[src/rtl/hp_pkg.sv]
package hp_pkg;
  // outcome of comparing the visited lane against its slot
  typedef enum logic [2:0] {
    PR_IDLE,
    PR_CONT,
    PR_HIT,
    PR_EMPTY,
    PR_LAPPED
  } probe_res_e;

  typedef enum logic [1:0] {
    LOP_HOLD,
    LOP_LOAD,
    LOP_STEP,
    LOP_FREE
  } lane_op_e;
endpackage

[src/rtl/hp_hash.sv]
module hp_hash #(
  parameter int KEY_W  = 8,
  parameter int ADDR_W = 4
) (
  input  logic [KEY_W-1:0]  key_i,
  output logic [ADDR_W-1:0] idx_o
);
  localparam int NCH = (KEY_W + ADDR_W - 1) / ADDR_W;

  logic [NCH*ADDR_W-1:0] padded;
  assign padded = (NCH*ADDR_W)'(key_i);

  always_comb begin
    idx_o = '0;
    for (int c = 0; c < NCH; c++) idx_o = idx_o ^ padded[c*ADDR_W +: ADDR_W];
  end
endmodule

[src/rtl/hp_table.sv]
module hp_table #(
  parameter int KEY_W  = 8,
  parameter int PAY_W  = 8,
  parameter int ADDR_W = 4
) (
  input  logic              clk_i,
  input  logic              rst_ni,
  input  logic              wr_en_i,
  input  logic [ADDR_W-1:0] wr_addr_i,
  input  logic [KEY_W-1:0]  wr_key_i,
  input  logic [PAY_W-1:0]  wr_pay_i,
  input  logic [ADDR_W-1:0] rd_addr_i,
  output logic [KEY_W-1:0]  rd_key_o,
  output logic [PAY_W-1:0]  rd_pay_o
);
  localparam int SLOTS = 1 << ADDR_W;

  logic [KEY_W-1:0] key_v [SLOTS];
  logic [PAY_W-1:0] pay_v [SLOTS];

  for (genvar s = 0; s < SLOTS; s++) begin : slot_g
    logic [KEY_W-1:0] key_q;
    logic [PAY_W-1:0] pay_q;
    always_ff @(posedge clk_i or negedge rst_ni) begin
      if (!rst_ni) begin
        key_q <= '1;
        pay_q <= '0;
      end else if (wr_en_i && wr_addr_i == ADDR_W'(s)) begin
        key_q <= wr_key_i;
        pay_q <= wr_pay_i;
      end
    end
    assign key_v[s] = key_q;
    assign pay_v[s] = pay_q;
  end

  assign rd_key_o = key_v[rd_addr_i];
  assign rd_pay_o = pay_v[rd_addr_i];
endmodule

[src/rtl/hp_lanes.sv]
module hp_lanes #(
  parameter int LANES  = 4,
  parameter int KEY_W  = 8,
  parameter int ADDR_W = 4,
  parameter int LANE_W = 2
) (
  input  logic              clk_i,
  input  logic              rst_ni,
  input  logic [LANE_W-1:0] sel_i,
  input  hp_pkg::lane_op_e  op_i,
  input  logic [KEY_W-1:0]  new_key_i,
  input  logic [ADDR_W-1:0] new_slot_i,
  output logic              cur_act_o,
  output logic [KEY_W-1:0]  cur_key_o,
  output logic [ADDR_W-1:0] cur_slot_o,
  output logic [ADDR_W-1:0] cur_cnt_o,
  output logic              any_act_o
);
  import hp_pkg::*;

  logic [LANES-1:0] act_v;
  logic [KEY_W-1:0]  key_v  [LANES];
  logic [ADDR_W-1:0] slot_v [LANES];
  logic [ADDR_W-1:0] cnt_v  [LANES];

  for (genvar l = 0; l < LANES; l++) begin : lane_g
    logic              act_q;
    logic [KEY_W-1:0]  key_q;
    logic [ADDR_W-1:0] slot_q;
    logic [ADDR_W-1:0] cnt_q;  // compares already made for this key
    logic              mine;
    assign mine = (sel_i == LANE_W'(l));

    always_ff @(posedge clk_i or negedge rst_ni) begin
      if (!rst_ni) begin
        act_q  <= 1'b0;
        key_q  <= '0;
        slot_q <= '0;
        cnt_q  <= '0;
      end else if (mine) begin
        case (op_i)
          LOP_LOAD: begin
            act_q  <= 1'b1;
            key_q  <= new_key_i;
            slot_q <= new_slot_i;
            cnt_q  <= '0;
          end
          LOP_STEP: begin
            slot_q <= slot_q + 1'b1;  // wraps at table end
            cnt_q  <= cnt_q + 1'b1;
          end
          LOP_FREE: act_q <= 1'b0;
          default: ;
        endcase
      end
    end

    assign act_v[l]  = act_q;
    assign key_v[l]  = key_q;
    assign slot_v[l] = slot_q;
    assign cnt_v[l]  = cnt_q;
  end

  assign cur_act_o  = act_v[sel_i];
  assign cur_key_o  = key_v[sel_i];
  assign cur_slot_o = slot_v[sel_i];
  assign cur_cnt_o  = cnt_v[sel_i];
  assign any_act_o  = |act_v;
endmodule

[src/rtl/hash_probe_engine.sv]
module hash_probe_engine #(
  parameter int LANES  = 4,
  parameter int KEY_W  = 8,
  parameter int PAY_W  = 8,
  parameter int ADDR_W = 4
) (
  input  logic              clk_i,
  input  logic              rst_ni,
  input  logic              wr_en_i,
  input  logic [ADDR_W-1:0] wr_addr_i,
  input  logic [KEY_W-1:0]  wr_key_i,
  input  logic [PAY_W-1:0]  wr_pay_i,
  input  logic              key_valid_i,
  input  logic [KEY_W-1:0]  key_i,
  output logic              key_ready_o,
  output logic              res_valid_o,
  input  logic              res_ready_i,
  output logic              res_hit_o,
  output logic [KEY_W-1:0]  res_key_o,
  output logic [ADDR_W-1:0] res_slot_o,
  output logic [PAY_W-1:0]  res_pay_o,
  output logic              idle_o
);
  import hp_pkg::*;

  localparam int SLOTS  = 1 << ADDR_W;
  localparam int LANE_W = (LANES > 1) ? $clog2(LANES) : 1;
  localparam logic [KEY_W-1:0] EMPTY_KEY = '1;

  logic [LANE_W-1:0] ptr_q;
  logic              stall, fin, take;
  probe_res_e        kind;
  lane_op_e          lop;

  logic              cur_act, any_act;
  logic [KEY_W-1:0]  cur_key, rd_key;
  logic [ADDR_W-1:0] cur_slot, cur_cnt, home_idx;
  logic [PAY_W-1:0]  rd_pay;

  logic              rv_q, rhit_q;
  logic [KEY_W-1:0]  rkey_q;
  logic [ADDR_W-1:0] rslot_q;
  logic [PAY_W-1:0]  rpay_q;

  hp_hash #(.KEY_W(KEY_W), .ADDR_W(ADDR_W)) u_hash (
    .key_i (key_i),
    .idx_o (home_idx)
  );

  hp_table #(.KEY_W(KEY_W), .PAY_W(PAY_W), .ADDR_W(ADDR_W)) u_table (
    .clk_i     (clk_i),
    .rst_ni    (rst_ni),
    .wr_en_i   (wr_en_i),
    .wr_addr_i (wr_addr_i),
    .wr_key_i  (wr_key_i),
    .wr_pay_i  (wr_pay_i),
    .rd_addr_i (cur_slot),
    .rd_key_o  (rd_key),
    .rd_pay_o  (rd_pay)
  );

  hp_lanes #(.LANES(LANES), .KEY_W(KEY_W), .ADDR_W(ADDR_W), .LANE_W(LANE_W)) u_lanes (
    .clk_i      (clk_i),
    .rst_ni     (rst_ni),
    .sel_i      (ptr_q),
    .op_i       (lop),
    .new_key_i  (key_i),
    .new_slot_i (home_idx),
    .cur_act_o  (cur_act),
    .cur_key_o  (cur_key),
    .cur_slot_o (cur_slot),
    .cur_cnt_o  (cur_cnt),
    .any_act_o  (any_act)
  );

  assign stall = rv_q && !res_ready_i;

  always_comb begin
    if (!cur_act)                          kind = PR_IDLE;
    else if (rd_key == cur_key)            kind = PR_HIT;
    else if (rd_key == EMPTY_KEY)          kind = PR_EMPTY;
    else if (cur_cnt == ADDR_W'(SLOTS-1))  kind = PR_LAPPED;
    else                                   kind = PR_CONT;
  end

  assign fin         = (kind == PR_HIT) || (kind == PR_EMPTY) || (kind == PR_LAPPED);
  assign key_ready_o = !stall && (!cur_act || fin);
  assign take        = key_ready_o && key_valid_i;

  always_comb begin
    lop = LOP_HOLD;
    if (!stall) begin
      if (take)                 lop = LOP_LOAD;
      else if (fin)             lop = LOP_FREE;
      else if (kind == PR_CONT) lop = LOP_STEP;
    end
  end

  // lane visit pointer: one lane per cycle, frozen while the output is stalled
  always_ff @(posedge clk_i or negedge rst_ni) begin
    if (!rst_ni) ptr_q <= '0;
    else if (!stall) begin
      if (ptr_q == LANE_W'(LANES-1)) ptr_q <= '0;
      else                           ptr_q <= ptr_q + 1'b1;
    end
  end

  always_ff @(posedge clk_i or negedge rst_ni) begin
    if (!rst_ni) begin
      rv_q    <= 1'b0;
      rhit_q  <= 1'b0;
      rkey_q  <= '0;
      rslot_q <= '0;
      rpay_q  <= '0;
    end else if (!stall) begin
      rv_q <= fin;
      if (fin) begin
        rhit_q  <= (kind == PR_HIT);
        rkey_q  <= cur_key;
        rslot_q <= cur_slot;
        rpay_q  <= (kind == PR_HIT) ? rd_pay : '0;
      end
    end
  end

  assign res_valid_o = rv_q;
  assign res_hit_o   = rhit_q;
  assign res_key_o   = rkey_q;
  assign res_slot_o  = rslot_q;
  assign res_pay_o   = rpay_q;
  assign idle_o      = !any_act && !rv_q;
endmodule

[config.mk]
export PLATFORM = sky130hd
export DESIGN_NAME = hash_probe_engine
export DESIGN_NICKNAME = d
export VERILOG_FILES = /design/src/rtl/hp_pkg.sv /design/src/rtl/hp_hash.sv /design/src/rtl/hp_table.sv /design/src/rtl/hp_lanes.sv /design/src/rtl/hash_probe_engine.sv
export SDC_FILE = /design/constraint.sdc
export NUM_CORES = 1
export LEC_CHECK = 0
export ABC_AREA = 1
export BUFFER_PORTS_ARGS = -buffer_cell sky130_fd_sc_hd__buf_2
export CAP_MARGIN = 20
export CORE_MARGIN = 5
export CORE_UTILIZATION = 50
export DETAILED_ROUTE_END_ITERATION = 8
export GPL_ROUTABILITY_DRIVEN = 0
export PLACE_DENSITY = 0.66
export REMOVE_ABC_BUFFERS = 1
export SETUP_SLACK_MARGIN = 0.4
export SLEW_MARGIN = 20
export SYNTH_ARGS = -nofsm -noshare
export SYNTH_HDL_FRONTEND = slang
export SYNTH_SLANG_ARGS = --single-unit
[constraint.sdc]
create_clock -name clk_i -period 9.4 [get_ports clk_i]
set_input_delay 0.94 -clock clk_i [delete_from_list [all_inputs] [get_ports clk_i]]
set_output_delay 0.94 -clock clk_i [all_outputs]
set_load 0.01 [all_outputs]
==> impl_metrics.json, run 1 <==
{
  "synth_top_area_frac": 0.332,
  "hpwlAfterDp_mm": 26.3,
  "num_antenna_cells": 0,
  "critPathArrivalTime_ns": 7.57,
  "cts_buf_count": 39,
  "route.final.wire_length_mm": 44.7,
  "fp.dieW_um": 192,
  "synth.ff_latch_count": 348,
  "cts.repair.resized": 0,
  "ys_types": 40,
  "postSynthCellCount": 2015,
  "worst_reg2reg_startpoint": "ptr_q[0]",
  "clock-sinks": 348,
  "tightest_slew_ns": 1.03,
  "routed-via-count": 13700,
  "r2r_setup_slack_ns": 2.26,
  "final_util": 0.564,
  "synthToLayoutAreaGrowth_pct": 11.0,
  "status": "completed",
  "synth.largest_area_cell": "sky130_fd_sc_hd__dfrtp_1",
  "finalHoldViolCount": 0,
  "power_frac_comb": 0.437,
  "wirelength_per_cell_um": 18.1,
  "clock-root-buffer": "sky130_fd_sc_hd__clkbuf_16",
  "global_route_wire_length_before_repair_mm": 72.4,
  "final.min_clock_period_ns": 7.14,
  "cp_data_required_time_ns": 9.84,
  "synth_enable_flop_cells": 0,
  "tritoncts": "built",
  "critical-path-max-stage-delay_ns": 0.74,
  "power_leakage_nw": 8.38,
  "crit_chain": "inv_2 -> nand2_1 -> nand3_2 -> buf_4 -> nand2_4 -> inv_2 -> buf_4 -> nand2_1 -> nand3_1 -> nand3_1 -> nand3_1 -> nand3b_1 -> nand2_1 -> nand2_1 -> nor2_1 -> nand2_1 -> nand3_2 -> nand3_4 -> nand2_4 -> inv_1 -> ha_1 -> inv_1 -> nand3_1 -> a22oi_1",
  "drt_pass1_iterations": 5,
  "crit_path_end": "u_lanes.lane_g[1].slot_q[1]",
  "hold_buffers": 0,
  "grt_resource_usage_total": 0.245,
  "cell_type_of_the_slowest_stage_on_the_worst_timing_path": "sky130_fd_sc_hd__dfrtp_1",
  "detailedRoute.firstIterationViolations": 1283,
  "placeable_core_region_sq_um": 32600,
  "post-route-drc-count": 0,
  "synth_warnings": 0,
  "postSynthAreaPerCell_sq_um": 8.22,
  "worst-path-max-fanout": 55,
  "grt_start_max_net_pins": 164,
  "cap_viol_max_count": 0,
  "setup_viol": 0,
  "cp_num_cells": 24,
  "synth_sequential_area_ratio": 0.535,
  "fin_tns_setup_ns": 0,
  "critical_path_most_common_cell": "sky130_fd_sc_hd__nand2_1",
  "cts_max_path_buffers": 3,
  "p_per_area_nw_per_um2": 370,
  "ir_worst_vdd_uv": 211,
  "net-switching-power_mw": 2.91,
  "ios": 57,
  "synth_top_flop_cell": "sky130_fd_sc_hd__dfrtp_1",
  "port_buffers": 56,
  "intPower_mw": 3.90,
  "grt_pass1_vias": 13100,
  "final-max-slew-violation-count": 0,
  "clock_tree.htree_level_count": 2,
  "start_util": 0.508,
  "final_min_period_over_clock_period": 0.759,
  "post_cts_buffers": 0,
  "timing.slew.headroom": 0.311,
  "share_of_flip_flops_with_an_asynchronous_set_or_reset": 1.00,
  "seqPwrFrac": 0.328,
  "cp-start-kind": "flip-flop",
  "antenna_violating_nets_post_route": 0,
  "drt-vias-per-instance": 5.58,
  "timing.fmax_mhz": 140,
  "die_y_um": 192,
  "area_occupied_by_multi_input_gates_sq_um": 6680,
  "sequential_cell_area_sq_um": 8870,
  "clock_insertion_delay_worst_skew_ns": 0.53,
  "crit_type": "reg2reg",
  "initial_antenna_violation_count": 0,
  "r2r_end": "u_lanes.lane_g[1].slot_q[1]",
  "row_count": 66,
  "dieArea_sq_um": 36900,
  "fillerInstances": 3016,
  "critical-path-top-delay-family": "buffers and inverters",
  "worstRegToRegCells": 24,
  "syn-cell-area_sq_um": 16600,
  "cp_num_buf_inv": 6,
  "hold_path.class": "in2async",
  "fin_nets": 2042,
  "cts.reportedPaths.clkPinSlew_ns": 0.06,
  "clkPwrFrac": 0.234,
  "grt_setup_unrepaired": "no",
  "switching_portion_of_total_power": 0.427,
  "grt-ovfl-total": 0,
  "post_synth_main_area_contributors": "sky130_fd_sc_hd__dfrtp_1 33%, sky130_fd_sc_hd__dfstp_2 20%, sky130_fd_sc_hd__nand2_1 12%, sky130_fd_sc_hd__o21ai_0 10%, sky130_fd_sc_hd__nand3_1 7.1%",
  "startpoint": "ptr_q[0]",
  "timing.clock.skew_ns": 0.0108,
  "worstSetupEndpointType": "flip-flop",
  "drive_above_1_share": 0.158
}
cell type report:
type,count,share of cell area
Clock buffer,57,0.0646
Sequential cell,348,0.482
Tap cell,442,0.0301
Inverter,125,0.0255
Timing Repair Buffer,77,0.0252
Multi-Input combinational cell,1403,0.363
Clock inverter,13,0.00898
synth_stat cells, types with 5 or more instances:
library cell / n
sky130_fd_sc_hd__a21oi_1: 63
sky130_fd_sc_hd__a22oi_1: 8
sky130_fd_sc_hd__a31oi_1: 7
sky130_fd_sc_hd__a32oi_1: 9
sky130_fd_sc_hd__buf_2: 14
sky130_fd_sc_hd__buf_4: 8
sky130_fd_sc_hd__clkbuf_1: 109
sky130_fd_sc_hd__dfrtp_1: 220
sky130_fd_sc_hd__dfstp_2: 128
sky130_fd_sc_hd__ha_1: 15
sky130_fd_sc_hd__inv_1: 119
sky130_fd_sc_hd__inv_2: 5
sky130_fd_sc_hd__nand2_1: 550
sky130_fd_sc_hd__nand3_1: 236
sky130_fd_sc_hd__nand3b_1: 8
sky130_fd_sc_hd__nor2_1: 87
sky130_fd_sc_hd__nor3_1: 7
sky130_fd_sc_hd__o211ai_1: 8
sky130_fd_sc_hd__o21ai_0: 330
sky130_fd_sc_hd__o21ai_1: 14
sky130_fd_sc_hd__o21ai_2: 5
sky130_fd_sc_hd__o221ai_1: 8
sky130_fd_sc_hd__or2_2: 24
layout by cell type (no fill, tap or decap), types with 15 or more instances in the layout:
master / n
sky130_fd_sc_hd__ha_1: 15
sky130_fd_sc_hd__buf_4: 19
sky130_fd_sc_hd__dfstp_2: 128
sky130_fd_sc_hd__dfrtp_1: 220
sky130_fd_sc_hd__nor2_1: 83
sky130_fd_sc_hd__buf_2: 55
sky130_fd_sc_hd__clkbuf_16: 42
sky130_fd_sc_hd__inv_1: 119
sky130_fd_sc_hd__or2_2: 24
sky130_fd_sc_hd__a21oi_1: 63
sky130_fd_sc_hd__o21ai_0: 330
sky130_fd_sc_hd__nand2_1: 548
sky130_fd_sc_hd__nand3_1: 235
cells by family (layout without fill, tap and decap cells):
logic type	count (synthesis)	after routing	synth area share
AO/OA/AOI/OAI	457	457	0.148
buffers and inverters	264	272	0.0645
flip-flops	348	348	0.535
XOR/XNOR	8	8	0.00423
AND/OR/NAND/NOR	923	923	0.237
adder cells (fa/ha/maj)	15	15	0.0113
worst min-delay path by stage:
stage / start / end / slack, ns / cells after the start
2_1_floorplan: u_lanes.lane_g[2].cnt_q[3] / u_lanes.lane_g[2].cnt_q[3] / 0.44 / 1
3_3_place_gp: res_hit_o / res_hit_o / 0.45 / 2
3_5_place_dp: u_lanes.lane_g[1].key_q[5] / u_lanes.lane_g[1].key_q[5] / 0.47 / 2
4_1_cts: rst_ni / u_table.slot_g[10].pay_q[4] / 0.46 / 1
5_1_grt: rst_ni / u_table.slot_g[10].pay_q[4] / 0.48 / 1
6_report: rst_ni / u_table.slot_g[10].pay_q[4] / 0.40 / 1
through the flow:
stage	instances	hold WS, ns	area (sq um)	total power [mW]	setup WS [ns]
after floorplan	1876	0.444	16000	4.23	3.03
after global placement	2395	0.452	17000	5.12	2.60
after detailed placement	2395	0.465	17000	5.19	2.36
after CTS	2465	0.460	18400	6.82	2.35
after global routing	2465	0.484	18400	7.32	1.59
final	2465	0.404	18400	6.80	2.26
power by group through the flow:
stage                     sequential (mW)  combinational, mW  clock [mW]
after global placement               2.24               2.89           0
after floorplan                      2.19               2.05           0
after global routing                 2.28               3.35        1.69
after CTS                            2.23               2.96        1.62
after detailed placement             2.24               2.95           0
final                                2.23               2.98        1.59
sequential cells by signal, summed over array words and instances (netlist names), 2 cells and up:
| name | flops |
|---|---|
| u_table.slot_g.key_q | 128 |
| u_table.slot_g.pay_q | 128 |
| u_lanes.lane_g.key_q | 32 |
| u_lanes.lane_g.cnt_q | 16 |
| u_lanes.lane_g.slot_q | 16 |
| res_key_o | 8 |
| res_pay_o | 8 |
| res_slot_o | 4 |
| u_lanes.lane_g.act_q | 4 |
| ptr_q | 2 |
per-layer routing:
metal | share of wire | up-vias | GRT usage | wire [um]
met5 | 0 | - | 0 | 0
met4 | 0.019 | 0 | 0.0612 | 847
met3 | 0.060 | 71 | 0.0327 | 2680
met2 | 0.46 | 430 | 0.385 | 20500
met1 | 0.46 | 6642 | 0.363 | 20700
li1 | - | 6606 | - | -
(Power assumes the default switching activity.)
==> inputs of run 2 (changes only) <==
Clock period 9.4 ns to 7 ns, I/O delays scaled along.
==> run 2 against run 1 <==
Effect of this change: worst setup slack got worse by 0.35 ns; via count barely moved; total power rose by 33%; count of clock-buffer cells in the layout rose by 9; routed wire length fell by 0.53%; sequential power rose by 33%; sequential cell count did not move; clock power rose by 27%; final cell count did not move; first-iteration DRC count rose by 5.8%; largest power group unchanged; highest routed layer unchanged.
==> impl_metrics.json, run 2 (same netlist as run 1, synthesis figures left out) <==
{
  "place_ws_ns": 2.02,
  "power_leakage_nw": 8.32,
  "cap_viol_max_count": 0,
  "synthToLayoutAreaGrowth_pct": 10.6,
  "cell_type_of_the_slowest_stage_on_the_worst_timing_path": "sky130_fd_sc_hd__nand2_2",
  "wirelength_per_cell_um": 18.0,
  "timing.slew.headroom": 0.331,
  "p_per_area_nw_per_um2": 494,
  "fin_tns_setup_ns": 0,
  "num_antenna_cells": 0,
  "drt_pass1_iterations": 5,
  "worstRegToRegCells": 24,
  "final-max-slew-violation-count": 0,
  "detailedRoute.firstIterationViolations": 1357,
  "critical-path-max-stage-delay_ns": 0.62,
  "tritoncts": "built",
  "initial_antenna_violation_count": 0,
  "post_cts_buffers": 0,
  "ios": 57,
  "clock-root-buffer": "sky130_fd_sc_hd__clkbuf_16",
  "critical_path_most_common_cell": "sky130_fd_sc_hd__nand2_1",
  "row_count": 66,
  "reg_top3": "u_table.slot_g.key_q (128), u_table.slot_g.pay_q (128), u_lanes.lane_g.key_q (32)",
  "finalHoldViolCount": 0,
  "grt-ovfl-total": 0,
  "route.final.wire_length_mm": 44.5,
  "crit_type": "reg2reg",
  "fin_nets": 2043,
  "drive_above_1_share": 0.155,
  "antenna_violating_nets_post_route": 0,
  "dieArea_sq_um": 36900,
  "cts.reportedPaths.clkPinSlew_ns": 0.06,
  "fp.dieW_um": 192,
  "cts.repair.resized": 0,
  "status": "completed",
  "clock_tree.htree_level_count": 2,
  "die_y_um": 192,
  "clock-sinks": 348,
  "hold_path.class": "in2async",
  "grt_resource_usage_total": 0.243,
  "clock_insertion_delay_worst_skew_ns": 0.53,
  "hold_buffers": 0,
  "timing.clock.skew_ns": 0.0203,
  "port_buffers": 56,
  "ir_worst_vdd_uv": 306,
  "crit_chain": "buf_4 -> inv_2 -> nand2_1 -> nand2_1 -> nand2_1 -> nand2_2 -> buf_4 -> nand3_1 -> nand3_1 -> nand3_1 -> nand2_1 -> nand2_1 -> nand2_1 -> nand2_1 -> nor2_1 -> nand2_1 -> nand3_1 -> nand3_1 -> nand2_4 -> ha_1 -> nor2_1 -> inv_1 -> a21oi_1 -> a22oi_1",
  "post-route-drc-count": 0,
  "cp_data_required_time_ns": 7.40,
  "global_route_wire_length_before_repair_mm": 71.8,
  "cts_buf_count": 39,
  "final_min_period_over_clock_period": 0.727,
  "grt_pass1_vias": 13000,
  "placeable_core_region_sq_um": 32600,
  "grt_start_max_net_pins": 145,
  "worst-path-max-fanout": 34,
  "setup_viol": 0,
  "tightest_slew_ns": 1.00,
  "cp-start-kind": "flip-flop",
  "timing.fmax_mhz": 196,
  "drt-vias-per-instance": 5.58,
  "routed-via-count": 13700,
  "layout_commonest_cell": "sky130_fd_sc_hd__nand2_1",
  "mostFrequentLayoutCells": "548 x sky130_fd_sc_hd__nand2_1, 330 x sky130_fd_sc_hd__o21ai_0, 231 x sky130_fd_sc_hd__nand3_1",
  "worstSetupEndpointType": "flip-flop",
  "hpwlAfterDp_mm": 26.2,
  "critPathArrivalTime_ns": 5.49,
  "cts_max_path_buffers": 3,
  "setup_ws_ns": 1.91,
  "start_util": 0.508,
  "grt_setup_unrepaired": "no",
  "final.min_clock_period_ns": 5.09
}
==> run 2: cell count changes in the layout (fill, tap and decap cells not counted), moves of 2 or more <==
cell | before | now
sky130_fd_sc_hd__bufinv_16 | 4 | 1
sky130_fd_sc_hd__nand3_2 | 4 | 8
sky130_fd_sc_hd__clkbuf_8 | 8 | 6
sky130_fd_sc_hd__nand3_1 | 235 | 231
sky130_fd_sc_hd__clkbuf_1 | 7 | 17
sky130_fd_sc_hd__clkinv_2 | 9 | 2
==> run 2: final cells by class <==
cell class              count  area [sq um]
fillers                  3015         14300
flip-flops and latches    348          8870
multi-input cells        1403          6700
clock buffers              66          1220
well taps                 442           553
repair buffers             78           472
inverters                 125           469
clock inverters             3          40.0
==> run 2: power breakdown <==
part           total (mW)  switching [mW]  internal (mW)
clock network        2.02           0.799           1.22
logic                4.06            2.79           1.27
registers            2.96           0.297           2.67
total                9.05            3.89           5.16
==> run 2: final timing paths <==
path | start | end | slack (ns)
worst max-delay path | ptr_q[0] | u_lanes.lane_g[3].slot_q[0] | 1.91
worst min-delay path | rst_ni | res_slot_o[0] | 0.21
worst max register to register | ptr_q[0] | u_lanes.lane_g[3].slot_q[0] | 1.91
worst min register to register | res_pay_o[7] | res_pay_o[7] | 0.47
max in group asynchronous | rst_ni | res_key_o[3] | 5.40
min in group clk_i | wr_key_i[0] | u_table.slot_g[10].key_q[0] | 0.45
==> run 2: metrics by stage <==
step | hold WS [ns] | instances | power [mW] | utilization | area (sq um)
2_1_floorplan | 0.404 | 1876 | 5.68 | - | 16000
3_3_place_gp | 0.451 | 2396 | 6.93 | 0.523 | 17100
3_5_place_dp | 0.457 | 2396 | 7.01 | 0.523 | 17100
4_1_cts | 0.292 | 2465 | 9.05 | 0.562 | 18300
5_1_grt | 0.306 | 2465 | 9.73 | 0.562 | 18300
6_report | 0.212 | 2465 | 9.05 | 0.562 | 18300
==> run 2: worst max-delay path: cells and delay by family, from the launching register on <==
kind            cells  cell delay [ns]
fa+ha+maj           1             0.27
flops               1             0.37
simple gates       17             2.79
compound gates      2             0.26
buf+inv             4             1.22
==> run 2: per-layer routing <==
metal	share of wire	vias to the layer above	routed length (um)	GRT usage
met3	0.059	71	2630	0.0307
li1	-	6604	-	-
met2	0.46	427	20400	0.384
met1	0.46	6643	20500	0.356
met4	0.023	0	1020	0.0650
met5	0	-	0	0
